### src/rtl/cwd_pkg.sv
package cwd_pkg;

   // register selector carried in the low bits of the configuration address
   typedef enum logic [1:0] {
      SEL_CTRL = 2'd0,
      SEL_BASE = 2'd1,
      SEL_RLO  = 2'd2,
      SEL_RHI  = 2'd3
   } cwd_sel_e;

   // control word field positions
   localparam int CTRL_EN_BIT   = 0;
   localparam int CTRL_TGT_LSB  = 4;
   localparam int CTRL_ATTR_LSB = 8;

   function automatic int idx_width(input int n);
      return (n > 1) ? $clog2(n) : 1;
   endfunction

endpackage

### src/rtl/cwd_regfile.sv
module cwd_regfile
   import cwd_pkg::*;
#(
   parameter int NUM_WIN   = 8,
   parameter int NUM_REMAP = 2,
   parameter int ADDR_W    = 32,
   parameter int GRAN_W    = 16,
   parameter int TGT_W     = 4,
   parameter int ATTR_W    = 8,
   parameter int WIN_W     = 3,
   localparam int SIZE_W   = ADDR_W - GRAN_W
) (
   input  logic                               clk,
   input  logic                               rst_n,
   input  logic                               cfg_wr,
   input  logic [WIN_W-1:0]                   cfg_win,
   input  logic [1:0]                         cfg_sel,
   input  logic [ADDR_W-1:0]                  cfg_wdata,
   output logic [ADDR_W-1:0]                  cfg_rdata,
   output logic [NUM_WIN-1:0]                 win_en,
   output logic [NUM_WIN-1:0][SIZE_W-1:0]     win_size,
   output logic [NUM_WIN-1:0][SIZE_W-1:0]     win_base,
   output logic [NUM_WIN-1:0][TGT_W-1:0]      win_tgt,
   output logic [NUM_WIN-1:0][ATTR_W-1:0]     win_attr,
   output logic [NUM_REMAP-1:0][SIZE_W-1:0]   rmp_lo,
   output logic [NUM_REMAP-1:0][ADDR_W-1:0]   rmp_hi
);

   localparam logic [WIN_W:0] WIN_LIMIT = (WIN_W+1)'(NUM_WIN);

   logic [NUM_WIN-1:0][ADDR_W-1:0] rd_vec;
   logic                           win_in_range;

   assign win_in_range = {1'b0, cfg_win} < WIN_LIMIT;

   for (genvar w = 0; w < NUM_WIN; w++) begin : g_win
      logic              wsel;
      logic [ADDR_W-1:0] ctrl_r;
      logic [ADDR_W-1:0] base_r;

      assign wsel = cfg_wr && (cfg_win == WIN_W'(w));

      always_ff @(posedge clk or negedge rst_n) begin
         if (!rst_n) begin
            ctrl_r <= '0;
            base_r <= '0;
         end else if (wsel) begin
            if (cfg_sel == SEL_CTRL) ctrl_r <= cfg_wdata;
            if (cfg_sel == SEL_BASE) base_r <= cfg_wdata;
         end
      end

      assign win_en[w]   = ctrl_r[CTRL_EN_BIT];
      assign win_tgt[w]  = ctrl_r[CTRL_TGT_LSB +: TGT_W];
      assign win_attr[w] = ctrl_r[CTRL_ATTR_LSB +: ATTR_W];
      assign win_size[w] = ctrl_r[ADDR_W-1:GRAN_W];
      assign win_base[w] = base_r[ADDR_W-1:GRAN_W];

      if (w < NUM_REMAP) begin : g_remap
         logic [ADDR_W-1:0] rlo_r;
         logic [ADDR_W-1:0] rhi_r;

         always_ff @(posedge clk or negedge rst_n) begin
            if (!rst_n) begin
               rlo_r <= '0;
               rhi_r <= '0;
            end else if (wsel) begin
               if (cfg_sel == SEL_RLO) rlo_r <= cfg_wdata;
               if (cfg_sel == SEL_RHI) rhi_r <= cfg_wdata;
            end
         end

         assign rmp_lo[w] = rlo_r[ADDR_W-1:GRAN_W];
         assign rmp_hi[w] = rhi_r;
         assign rd_vec[w] = (cfg_sel == SEL_CTRL) ? ctrl_r :
                            (cfg_sel == SEL_BASE) ? base_r :
                            (cfg_sel == SEL_RLO)  ? rlo_r  : rhi_r;
      end else begin : g_plain
         assign rd_vec[w] = (cfg_sel == SEL_CTRL) ? ctrl_r :
                            (cfg_sel == SEL_BASE) ? base_r : '0;
      end
   end

   always_ff @(posedge clk or negedge rst_n) begin
      if (!rst_n)             cfg_rdata <= '0;
      else if (win_in_range)  cfg_rdata <= rd_vec[cfg_win];
      else                    cfg_rdata <= '0;
   end

endmodule

### src/rtl/cwd_win_match.sv
module cwd_win_match #(
   parameter int SIZE_W = 16
) (
   input  logic              en,
   input  logic [SIZE_W-1:0] size,
   input  logic [SIZE_W-1:0] base_hi,
   input  logic [SIZE_W-1:0] addr_hi,
   output logic              match
);

   // the size mask marks the bits that are offset within the window
   assign match = en && (((addr_hi ^ base_hi) & ~size) == '0);

endmodule

### src/rtl/cwd_xlat.sv
module cwd_xlat #(
   parameter int ADDR_W  = 32,
   parameter int GRAN_W  = 16,
   localparam int SIZE_W = ADDR_W - GRAN_W
) (
   input  logic [SIZE_W-1:0]   size,
   input  logic [SIZE_W-1:0]   rlo_hi,
   input  logic [ADDR_W-1:0]   rhi,
   input  logic [ADDR_W-1:0]   addr,
   output logic [2*ADDR_W-1:0] xaddr
);

   logic [SIZE_W-1:0] new_hi;

   assign new_hi = (rlo_hi & ~size) | (addr[ADDR_W-1:GRAN_W] & size);
   assign xaddr  = {rhi, new_hi, addr[GRAN_W-1:0]};

endmodule

### src/rtl/cwd_prio_pick.sv
module cwd_prio_pick #(
   parameter int N = 8
) (
   input  logic [N-1:0] req,
   output logic [N-1:0] gnt,
   output logic         any
);

   always_comb begin
      gnt = '0;
      for (int i = N - 1; i >= 0; i--) begin
         if (req[i]) gnt = N'(1) << i;
      end
   end

   assign any = |req;

endmodule

### src/rtl/cpu_win_decoder.sv
module cpu_win_decoder
   import cwd_pkg::*;
#(
   parameter int NUM_WIN   = 8,
   parameter int NUM_REMAP = 2,
   parameter int ADDR_W    = 32,
   parameter int GRAN_W    = 16,
   parameter int TGT_W     = 4,
   parameter int ATTR_W    = 8,
   localparam int WIN_W    = idx_width(NUM_WIN)
) (
   input  logic                  clk,
   input  logic                  rst_n,
   input  logic                  cfg_wr,
   input  logic [WIN_W+1:0]      cfg_addr,
   input  logic [ADDR_W-1:0]     cfg_wdata,
   output logic [ADDR_W-1:0]     cfg_rdata,
   input  logic                  dec_valid,
   input  logic [ADDR_W-1:0]     dec_addr,
   output logic                  dec_hit,
   output logic                  dec_miss,
   output logic [WIN_W-1:0]      dec_win,
   output logic [TGT_W-1:0]      dec_target,
   output logic [ATTR_W-1:0]     dec_attr,
   output logic [2*ADDR_W-1:0]   dec_out_addr
);

   localparam int SIZE_W = ADDR_W - GRAN_W;
   localparam int OUT_W  = 2 * ADDR_W;

   // elaboration-time parameter checks
   if (NUM_REMAP < 1 || NUM_REMAP > NUM_WIN) begin : g_err_remap
      $error("NUM_REMAP must be between 1 and NUM_WIN");
   end
   if (GRAN_W < CTRL_ATTR_LSB + ATTR_W || SIZE_W < 1) begin : g_err_gran
      $error("GRAN_W too small for control fields or too large for ADDR_W");
   end
   if (TGT_W > CTRL_ATTR_LSB - CTRL_TGT_LSB || TGT_W < 1) begin : g_err_tgt
      $error("TGT_W does not fit its control field");
   end

   logic [NUM_WIN-1:0]               win_en;
   logic [NUM_WIN-1:0][SIZE_W-1:0]   win_size;
   logic [NUM_WIN-1:0][SIZE_W-1:0]   win_base;
   logic [NUM_WIN-1:0][TGT_W-1:0]    win_tgt;
   logic [NUM_WIN-1:0][ATTR_W-1:0]   win_attr;
   logic [NUM_REMAP-1:0][SIZE_W-1:0] rmp_lo;
   logic [NUM_REMAP-1:0][ADDR_W-1:0] rmp_hi;

   cwd_regfile #(
      .NUM_WIN  (NUM_WIN),
      .NUM_REMAP(NUM_REMAP),
      .ADDR_W   (ADDR_W),
      .GRAN_W   (GRAN_W),
      .TGT_W    (TGT_W),
      .ATTR_W   (ATTR_W),
      .WIN_W    (WIN_W)
   ) u_regs (
      .clk      (clk),
      .rst_n    (rst_n),
      .cfg_wr   (cfg_wr),
      .cfg_win  (cfg_addr[WIN_W+1:2]),
      .cfg_sel  (cfg_addr[1:0]),
      .cfg_wdata(cfg_wdata),
      .cfg_rdata(cfg_rdata),
      .win_en   (win_en),
      .win_size (win_size),
      .win_base (win_base),
      .win_tgt  (win_tgt),
      .win_attr (win_attr),
      .rmp_lo   (rmp_lo),
      .rmp_hi   (rmp_hi)
   );

   logic [NUM_WIN-1:0]            match_v;
   logic [NUM_WIN-1:0]            gnt_v;
   logic                          any_match;
   logic [NUM_WIN-1:0][OUT_W-1:0] xlat_v;

   for (genvar w = 0; w < NUM_WIN; w++) begin : g_dec
      cwd_win_match #(.SIZE_W(SIZE_W)) u_match (
         .en     (win_en[w]),
         .size   (win_size[w]),
         .base_hi(win_base[w]),
         .addr_hi(dec_addr[ADDR_W-1:GRAN_W]),
         .match  (match_v[w])
      );

      if (w < NUM_REMAP) begin : g_xlat
         cwd_xlat #(.ADDR_W(ADDR_W), .GRAN_W(GRAN_W)) u_xlat (
            .size  (win_size[w]),
            .rlo_hi(rmp_lo[w]),
            .rhi   (rmp_hi[w]),
            .addr  (dec_addr),
            .xaddr (xlat_v[w])
         );
      end else begin : g_pass
         assign xlat_v[w] = {{ADDR_W{1'b0}}, dec_addr};
      end
   end

   cwd_prio_pick #(.N(NUM_WIN)) u_pick (
      .req(match_v),
      .gnt(gnt_v),
      .any(any_match)
   );

   logic [WIN_W-1:0]  sel_win;
   logic [TGT_W-1:0]  sel_tgt;
   logic [ATTR_W-1:0] sel_attr;
   logic [OUT_W-1:0]  sel_out;

   // one-hot AND-OR selection: no match leaves every field at zero
   always_comb begin
      sel_win  = '0;
      sel_tgt  = '0;
      sel_attr = '0;
      sel_out  = '0;
      for (int i = 0; i < NUM_WIN; i++) begin
         if (gnt_v[i]) begin
            sel_win  = sel_win  | WIN_W'(i);
            sel_tgt  = sel_tgt  | win_tgt[i];
            sel_attr = sel_attr | win_attr[i];
            sel_out  = sel_out  | xlat_v[i];
         end
      end
   end

   logic take;
   assign take = dec_valid && any_match;

   always_ff @(posedge clk or negedge rst_n) begin
      if (!rst_n) begin
         dec_hit      <= 1'b0;
         dec_miss     <= 1'b0;
         dec_win      <= '0;
         dec_target   <= '0;
         dec_attr     <= '0;
         dec_out_addr <= '0;
      end else begin
         dec_hit      <= take;
         dec_miss     <= dec_valid && !any_match;
         dec_win      <= take ? sel_win  : '0;
         dec_target   <= take ? sel_tgt  : '0;
         dec_attr     <= take ? sel_attr : '0;
         dec_out_addr <= take ? sel_out  : '0;
      end
   end

endmodule

### config.mk
export PLATFORM = sky130hd
export DESIGN_NAME = cpu_win_decoder
export DESIGN_NICKNAME = d
export VERILOG_FILES = /design/src/rtl/cwd_pkg.sv /design/src/rtl/cwd_regfile.sv /design/src/rtl/cwd_win_match.sv /design/src/rtl/cwd_xlat.sv /design/src/rtl/cwd_prio_pick.sv /design/src/rtl/cpu_win_decoder.sv
export SDC_FILE = /design/constraint.sdc
export NUM_CORES = 1
export LEC_CHECK = 0
export ABC_CLOCK_PERIOD_IN_PS = 2800
export CAP_MARGIN = 40
export CORE_ASPECT_RATIO = 0.75
export CORE_MARGIN = 1
export CORE_UTILIZATION = 45
export DETAILED_ROUTE_END_ITERATION = 10
export GPL_TIMING_DRIVEN = 0
export HOLD_SLACK_MARGIN = 0.05
export SYNTH_ARGS = -nofsm -noshare
export SYNTH_HDL_FRONTEND = slang
export SYNTH_HIERARCHICAL = 1
export SYNTH_SLANG_ARGS = --single-unit
### constraint.sdc
create_clock -name clk -period 2.8 [get_ports clk]
set_input_delay 0.56 -clock clk [delete_from_list [all_inputs] [get_ports clk]]
set_output_delay 0.56 -clock clk [all_outputs]
set_load 0.05 [all_outputs]
* Word level (Yosys, flattened, before mapping)
Cells that the tools add are included.
** Word-level totals
- Bits in registers :: 753
- Bits of input ports :: 73
- Output and inout port bits :: 113
** Cells by class
- Order comparisons :: 1
- Equal/unequal tests :: 10
- Multiplexer cells :: 63
- Bitwise operators :: 51
- Reductions and logical operators :: 50
** Operators with widths (count)
- 32-bit 2-to-1 mux :: 19
- 64-bit 2-to-1 mux :: 9
- 64-bit by 32-bit OR with 64-bit output :: 6
- 16-bit bitwise AND :: 12
- 8-bit 2-to-1 mux :: 17
- 16-bit logical NOT :: 8
- 16-bit inverter :: 8
- 16-bit bitwise XOR :: 8
- 32-bit binary-select mux with 3-bit select :: 1
- 64-bit OR :: 1
- 8-bit OR :: 7
- 2-bit AND reduction :: 20
- 4-bit 2-to-1 mux :: 9
- 16-bit OR :: 2
- 4-bit OR :: 7
- 1-bit logical AND :: 18
- 3-bit 2-to-1 mux :: 5
- 3-bit == test (second input constant) :: 4
- 8-bit OR reduction :: 1
- 3-bit by 2-bit == test with 1-bit output (second input constant) :: 2
- 2-bit == test (second input constant) :: 2
- 3-bit by 4-bit < comparator with 1-bit output (second input constant) :: 1
- 2-bit 2-to-1 mux :: 2
- 3-bit by 1-bit == test with 1-bit output (second input constant) :: 1
- 5 further kinds :: 5

* Logic depth before layout (Yosys ltp)
Gate-level depths: netlist of run 1.
- Depth after elaboration :: 28
- Mapped depth :: 11
- Depth with buffers taken out :: 9

* By module
Netlist of run 1, hierarchy kept.
** Modules (own cells, without submodules)
- cwd_regfile :: times used 1, cells each 2548, area an instance 33216.9 um^2, sequential area each 16816.1 um^2
- cpu_win_decoder :: times used 1, cells each 349, area an instance 3652.3 um^2, sequential area each 2026.9 um^2
- cwd_win_match :: times used 8, cells each 30, area an instance 222.7 um^2, sequential area each 0.0 um^2
- cwd_xlat :: times used 2, cells each 64, area an instance 600.6 um^2, sequential area each 0.0 um^2
- cwd_prio_pick :: times used 1, cells each 12, area an instance 101.3 um^2, sequential area each 0.0 um^2

* Worst setup path after synthesis of run 1
No wires, ideal clock.
- Kind :: input to register
- From :: input port dec_addr[25]
- To :: register dec_out_addr[23]
- Data arrival time :: 2.283 ns
- Data required time :: 2.664 ns
- Path slack :: 0.380 ns
- Stages on the path :: 10
- Path buffers :: 1
- Cell sequence :: xnor2_1 o22ai_1 nor3_2 and4_1 nor4_4 and4b_1 or3_4 buf_6 o21ai_1 a21oi_1
** RTL lines
- start: declaration :: line cpu_win_decoder.sv:19 : input logic [ADDR_W-1:0] dec_addr,
- 16-bit bitwise XOR :: line cwd_win_match.sv:12 : assign match = en && (((addr_hi ^ base_hi) & ~size) == '0);
- 16-bit bitwise AND :: line cwd_win_match.sv:12
- 16-bit logical NOT :: line cwd_win_match.sv:12
- 1-bit logical AND :: line cwd_win_match.sv:12
- via match_v[0] :: line cpu_win_decoder.sv:75 : logic [NUM_WIN-1:0] match_v;
- 8-bit 2-to-1 mux :: line cwd_prio_pick.sv:12 : if (req[i]) gnt = N'(1) << i;
- via gnt_v[7] :: line cpu_win_decoder.sv:76 : logic [NUM_WIN-1:0] gnt_v;
- 64-bit 2-to-1 mux :: line cpu_win_decoder.sv:120 : if (gnt_v[i]) begin
- 64-bit 2-to-1 mux :: line cpu_win_decoder.sv:146 : dec_out_addr <= take ? sel_out : '0;
- end signal: assignment :: line cpu_win_decoder.sv:146
- end: declaration :: line cpu_win_decoder.sv:25 : output logic [2*ADDR_W-1:0] dec_out_addr
The timed path passes the listed nets, and every way through them passes these cells.
A chain may end at the register's enable or synchronous reset.

* Worst setup path after layout of run 1
- From :: register u_regs.g_win[0].base_r[17]
- To :: register dec_out_addr[3]
** RTL lines
- start: declaration :: line cwd_regfile.sv:39 : logic [ADDR_W-1:0] base_r;
- start signal: assignment :: line cwd_regfile.sv:49 : if (cfg_sel == SEL_BASE) base_r <= cfg_wdata;
- 16-bit bitwise XOR :: line cwd_win_match.sv:12
- 16-bit bitwise AND :: line cwd_win_match.sv:12
- 16-bit logical NOT :: line cwd_win_match.sv:12
- 1-bit logical AND :: line cwd_win_match.sv:12
- via match_v[0] :: line cpu_win_decoder.sv:75
- 8-bit 2-to-1 mux :: line cwd_prio_pick.sv:12
- via gnt_v[7] :: line cpu_win_decoder.sv:76
- 64-bit 2-to-1 mux :: line cpu_win_decoder.sv:120
- 64-bit 2-to-1 mux :: line cpu_win_decoder.sv:146
The timed path passes the listed nets, and every way through them passes these cells.

==> metrics, run 1 <==
status finished, violations left; failing checks negative setup slack; Logic pwr share 0.253; Post-synth top flop dfrtp_1; Syn Area/Cell 12.2 sq um; cell taking the most area after synthesis dfrtp_1; Final min period 3.09 ns; die area 90,000 sq um; Worst Path Arrival 3.61 ns; Post-synth EDFFs 0; clock share of power 0.333; Routed WL 172,000 um; clk_skew 0.0288 ns; switching portion of total power 0.293; CTS tree yes; Psw 10,000 uW; Critical-path top delay cell or3_4; Post-Synth Adder-Cell Area 0; hpwl dp 122,000 um; WHS 0.396 ns; total number of vias 29,800; clk buf depth 3; CTS Buf Count 82; area delta synth->final 22.4%; die height 260 um; WP data required 3.32 ns; largest family of logic cells by synthesized area multiplexers; clk sink count 753; kind of critical path reg -> reg; Worst IR Drop VDD 0.491 mV; CP peak stage delay 0.50 ns; Syn Inst Count 3,277; Seq/Total Area, Yosys 0.472; post-synth top area share 0.472; Cell variety after synth 66; Starting Density 0.455; DRT iter0 DRCs 3,450; crit path max fanout 5; mux contribution to synthesized area 0.256; Hold Vio Cnt, Final 0; Worst path top cell family by delay simple AND/OR/NAND/NOR gates; Post-Synth Simple-Gate Area 0.0318; Slew @ Worst Pin 0.966 ns; Worst-Skew Late Latency 0.66 ns; Max H-tree Level 3; Global Route Usage Sum 0.377; Worst-path clk slew 0.06 ns; Synthesized Nets 3,350; layout cell share with drive strength beyond 1 0.491; core area 87,900 sq um; Final Setup Violations 69; final setup TNS -10.39 ns; fin worst setup slack -0.292 ns; DRC Markers 0; YS warnings 6; Synth async-reset ratio 1.00; Final Slew Violations 0; largest net degree at the start of global routing 125; Hold Crit Class in -> reg; maxcap violations 0; CP endpoint kind flip-flop; fin crit share 1.10; fmax 323 MHz; Synth Area in Compound Gates 0.0897; Synth area leaders dfrtp_1, mux2_2, buf_4; setup repair after global routing missed its margin true; P_leak 0.0219 uW; Internal 24,200 uW; DRT Pass-1 Iters 5; site row count 94; # port buffers 151; initial antenna violation count 13; Netlist Area Pre-Place 40,000 sq um; Ports 186; XOR/XNOR share of the synthesized area 0.0281; CP Launch Type flip-flop; commonest cells in the netlist dfrtp_1, mux2_2, buf_4, mux2i_1, a22oi_1; first-pass GRT wire length 235,000 um; Nets 3,692; wire length per cell 35.5 um; Yosys reg bits 753; GR Overflow Total 0; Via density 6.17; CP bufs+invs 2; GP Congestion 1.01; vias in the first global route 29,500; count leader, synth dfrtp_1; worst path cell trace xnor2_4 > o22ai_4 > nor3_4 > and4_4 > nor4_4 > and4b_4 > or3_4 > buf_6 > buf_12 > o21ai_4 > a21oi_2; CTS root buffer clkbuf_16; chip width 346 um; Power Dens Cells 700 nW/um^2; Seq pwr share 0.414; Routed Antenna Nets 0; Rel. slew slack 0.356
## cells by family after synthesis
family,Yosys count
mux,905
compound gates,516
xor+xnor,128
flops,753
buf+inv,744
simple gates,231
## power groups by stage
stage                     clock [uW]  sequential [uW]  combinational, uW
final                          11400            14200               8650
after global routing           11900            14400               9020
after CTS                      11500            14100               8340
after detailed placement           0            14300               7810
after global placement             0            14200               7570
after floorplan                    0            14000               5440
## routing by layer
layer	up-vias	wire (um)	global-route usage
li1	12000	-	-
met4	14	6520	0.126
met1	15700	74500	0.540
met5	-	352	0
met3	349	21600	0.136
met2	1728	68700	0.523
## layout by cell type, fill, tap and decap left out, types with 13 or more instances in the layout
cell type and count:
a211oi_1 13, a21oi_1 31, a21oi_2 21, a22o_1 19, a22oi_1 159, buf_12 18, buf_2 78, buf_4 564
buf_6 32, buf_8 33, clkbuf_1 105, clkbuf_16 90, clkbuf_8 21, clkdlybuf4s50_1 135, dfrtp_1 749, mux2_2 655
mux2_4 32, mux2i_1 195, mux4_2 13, nand2_1 25, nor2_1 89, nor3_1 16, o21ai_2 21, o21ai_4 14
o221ai_1 22, o22ai_1 98, o22ai_2 16, xnor2_1 91, xnor2_2 16, xnor2_4 21
## sequential cells by signal (all words and copies together) (netlist names)
register	count
u_regs/g_win.base_r	256
u_regs/g_win.ctrl_r	256
dec_out_addr	64
u_regs/g_win.g_remap.rhi_r	64
u_regs/g_win.g_remap.rlo_r	64
u_regs/cfg_rdata	32
dec_attr	8
dec_target	4
dec_win	3
dec_hit	1
dec_miss	1
## final timing paths
check,startpoint,to,slack (ns),depth (start not counted)
max,u_regs/g_win[0].base_r[17]$_DFFE_PN0P_,dec_out_addr[3]$_DFF_PN0_,-0.29,11
min,dec_addr[27],dec_out_addr[27]$_DFF_PN0_,0.40,3
max reg2reg,u_regs/g_win[0].base_r[17]$_DFFE_PN0P_,dec_out_addr[3]$_DFF_PN0_,-0.29,11
min reg2reg,u_regs/g_win[2].base_r[6]$_DFFE_PN0P_,u_regs/g_win[2].base_r[6]$_DFFE_PN0P_,0.49,1
max in group asynchronous,rst_n,u_regs/g_win[0].base_r[15]$_DFFE_PN0P_,0.42,5
min in group asynchronous,rst_n,dec_out_addr[37]$_DFF_PN0_,0.48,2
## worst reg2reg max path: stages (launching register included)
cell and delay (ns):
dfrtp_2 0.46, xnor2_4 0.26, o22ai_4 0.19, nor3_4 0.35
and4_4 0.33, nor4_4 0.08, and4b_4 0.23, or3_4 0.50
buf_6 0.19, buf_12 0.14, o21ai_4 0.16, a21oi_2 0.08
## per-stage QoR
| stage | power [uW] | area [sq um] | worst slack (ns) | std cells | util |
|---|---|---|---|---|---|
| global route | 35300 | 48900 | -0.235 | 4829 | 0.556 |
| finish | 34200 | 48900 | -0.292 | 4833 | 0.557 |
| floorplan | 19400 | 40000 | 0.380 | 3277 | - |
| CTS | 34000 | 48300 | -0.180 | 4816 | 0.550 |
| global placement | 21800 | 42900 | -32.53 | 4580 | 0.488 |
| detailed placement | 22100 | 43700 | -2.69 | 4634 | 0.498 |
## timing repair
action	in CTS	in global routing
setup endpoints to repair	124	93
cloned	4	1
hold endpoints to repair	73	0
gates resized for setup	324	110
hold buffers	1	0
pin swaps	89	65
buffers inserted	43	25
## final cells by class
class,count,area (sq um)
inverter,4,15.0
fill,7324,39000
antenna,4,10.0
sequential,753,18800
clock buffer,123,2460
tap,1152,1440
clock inverter,19,305
buffer,730,5170
multi-input combinational,1780,17600
timing repair buffer,268,3010
Power figures use the tool's default switching activity.
==> run 2: changes to the inputs <==
--- a/config.mk
+++ b/config.mk
@@ -8,7 +8,7 @@
 export ABC_CLOCK_PERIOD_IN_PS = 2800
 export CAP_MARGIN = 40
 export CORE_ASPECT_RATIO = 0.75
-export CORE_MARGIN = 1
+export CORE_MARGIN = 3
 export CORE_UTILIZATION = 45
 export DETAILED_ROUTE_END_ITERATION = 10
 export GPL_TIMING_DRIVEN = 0
==> metrics, run 2 (same netlist as run 1, synthesis figures left out) <==
status finished, violations left; failing checks negative setup slack; WP data required 3.36 ns (+0.04 ns); area delta synth->final 20.8%; Worst IR Drop VDD 0.438 mV (-11%); Routed WL 170,000 um (-0.83%); CP peak stage delay 0.45 ns (-0.05 ns); post-route cell area 48,300 sq um (-1.3%); Slew @ Worst Pin 0.973 ns (+0.00616 ns); Post-Layout Cell Count 4,800 (-0.68%); Final Setup Violations 81 (+17%); chip width 350 um (+1.2%); Hold Vio Cnt, Final 0 (unchanged); die area 92,400 sq um (+2.7%); vias in the first global route 29,600 (+0.25%); site row count 93 (-1.1%); DRT Pass-1 Iters 6 (+1); CTS Buf Count 82 (unchanged); FF-to-FF Start u_regs/g_win[0].base_r[17]$_DFFE_PN0P_; first-pass GRT wire length 232,000 um (-1.1%); CP Launch Type flip-flop; Max H-tree Level 3 (unchanged); Routed Antenna Nets 0 (unchanged); fin worst setup slack -0.300 ns (-0.00811 ns); P_leak 0.0217 uW (-0.78%); Crit path top cell by count buf_4; Via density 6.17 (about the same); Power Dens Cells 703 nW/um^2 (+0.45%); CP bufs+invs 6 (+4); worst reg2reg path depth 12 (+1); kind of critical path reg -> reg; Worst-path clk slew 0.06 ns (about the same); CTS root buffer clkbuf_16; Largest regs u_regs/g_win.base_r x256, u_regs/g_win.ctrl_r x256; Crit Reg-Reg Endpoint dec_out_addr[18]$_DFF_PN0_; DRC Markers 0 (unchanged); dpl cells 4,624 (-0.22%); worst path cell trace xnor2_4 > o22ai_4 > nor3_4 > and4_4 > buf_4 > buf_4 > buf_4 > buf_4 > buf_8 > buf_6 > a22oi_2 > a21oi_2; fill cell count 7,244 (-1.1%); clk sink count 753 (unchanged); DRT iter0 DRCs 3,393 (-1.7%); core area 86,900 sq um (-1.1%); fmax 323 MHz (-0.26%); CP endpoint kind flip-flop; r2r setup slk -0.30 ns (about the same); Rel. slew slack 0.352 (-0.00411); layout cell share with drive strength beyond 1 0.480 (-0.0107); hpwl dp 121,000 um (-0.13%); crit path max fanout 10 (+5); fin crit share 1.11 (+0.00290); # port buffers 151 (unchanged); die height 264 um (+1.5%); Hold Crit Class in -> async; largest net degree at the start of global routing 125 (unchanged); Worst path top cell family by delay buffers and inverters; CTS tree yes; initial antenna violation count 10 (-3); setup repair after global routing missed its margin true; register area 18,800 sq um (about the same); Starting Density 0.460 (+0.00489); maxcap violations 0 (unchanged); GP Congestion 1.00 (-0.68%); Multi-input gate area 17,200 sq um (-2.4%); Placed Area 43,700 sq um (about the same); Worst Path Arrival 3.66 ns (+0.05 ns); wire length per cell 35.5 um (-0.15%); Global Route Usage Sum 0.362 (-0.0156); most frequent cells in the layout dfrtp_1, mux2_2, buf_4, mux2i_1, a22oi_1; Final Slew Violations 0 (unchanged); Nets 3,671 (-0.57%); most common cell after layout, fill and taps aside dfrtp_1; clk buf depth 3 (unchanged); GR Overflow Total 0 (unchanged); clk_skew 0.0271 ns (-0.00172 ns); Worst-Skew Late Latency 0.66 ns (about the same); Ports 186 (unchanged); Final min period 3.10 ns (+0.00811 ns); Critical-path top delay cell dfrtp_2; total number of vias 29,600 (-0.69%)
-- run 2: timing repair --
item | in CTS | in global routing
pin swaps | 68 | 32
hold endpoints to repair | 58 | 0
hold buffers | 1 | 0
resized for setup | 291 | 73
setup endpoints to repair | 126 | 272
cloned | 2 | 3
setup buffers | 36 | 8
-- run 2: worst max path at each step --
stage | start | end | depth (start not counted)
after global routing | u_regs/g_win[0].base_r[17]$_DFFE_PN0P_ | dec_out_addr[18]$_DFF_PN0_ | 12
final | u_regs/g_win[0].base_r[17]$_DFFE_PN0P_ | dec_out_addr[18]$_DFF_PN0_ | 12
after floorplan | dec_addr[25] | dec_out_addr[23]$_DFF_PN0_ | 10
after detailed placement | dec_addr[17] | dec_attr[4]$_DFF_PN0_ | 10
after global placement | rst_n | u_regs/g_win[3].base_r[14]$_DFFE_PN0P_ | 1
after CTS | cfg_addr[2] | u_regs/cfg_rdata[18]$_DFF_PN0_ | 8
-- run 2: area by class of cell --
class,instances,area share
sequential,753,0.390
inverter,4,0.000311
clock buffer,125,0.0530
clock inverter,18,0.00415
antenna,3,0.000156
multi-input combinational,1780,0.357
tap,1140,0.0295
timing repair buffer,242,0.0588
buffer,735,0.107
-- run 2: layer usage --
layer	part of all wire	wire, um	track usage	vias up
met3	0.13	22900	0.146	402
met2	0.41	69000	0.502	1836
met1	0.42	70900	0.506	15400
li1	-	-	-	12000
met5	0.00033	57	0	-
met4	0.043	7270	0.130	8
-- run 2: worst reg2reg max path: stages (launching register included) --
cell and delay [ns]:
dfrtp_2 0.45, xnor2_4 0.29, o22ai_4 0.18, nor3_4 0.33
and4_4 0.32, buf_4 0.12, buf_4 0.10, buf_4 0.13
buf_4 0.15, buf_8 0.21, buf_6 0.31, a22oi_2 0.22
a21oi_2 0.22
-- run 2: per-stage QoR --
stage          TNS (ns)  total power [uW]  utilization  hold WS, ns  setup WS (ns)
5_1_grt          -10.18             35100        0.555        0.392         -0.260
6_report          -9.20             34000        0.555        0.407         -0.300
3_5_place_dp    -421.95             22100        0.503        0.480          -2.64
3_3_place_gp          -             21800        0.493        0.468         -32.61
2_1_floorplan         0             19400            -        0.264          0.380
4_1_cts           -5.22             33800        0.551        0.411         -0.220
-- run 2: power breakdown --
group          switching (uW)  leakage [uW]  internal [uW]  total (uW)
clock                    4670       0.00137           6640       11300
combinational            3890        0.0106           4550        8440
sequential               1450       0.00971          12700       14200
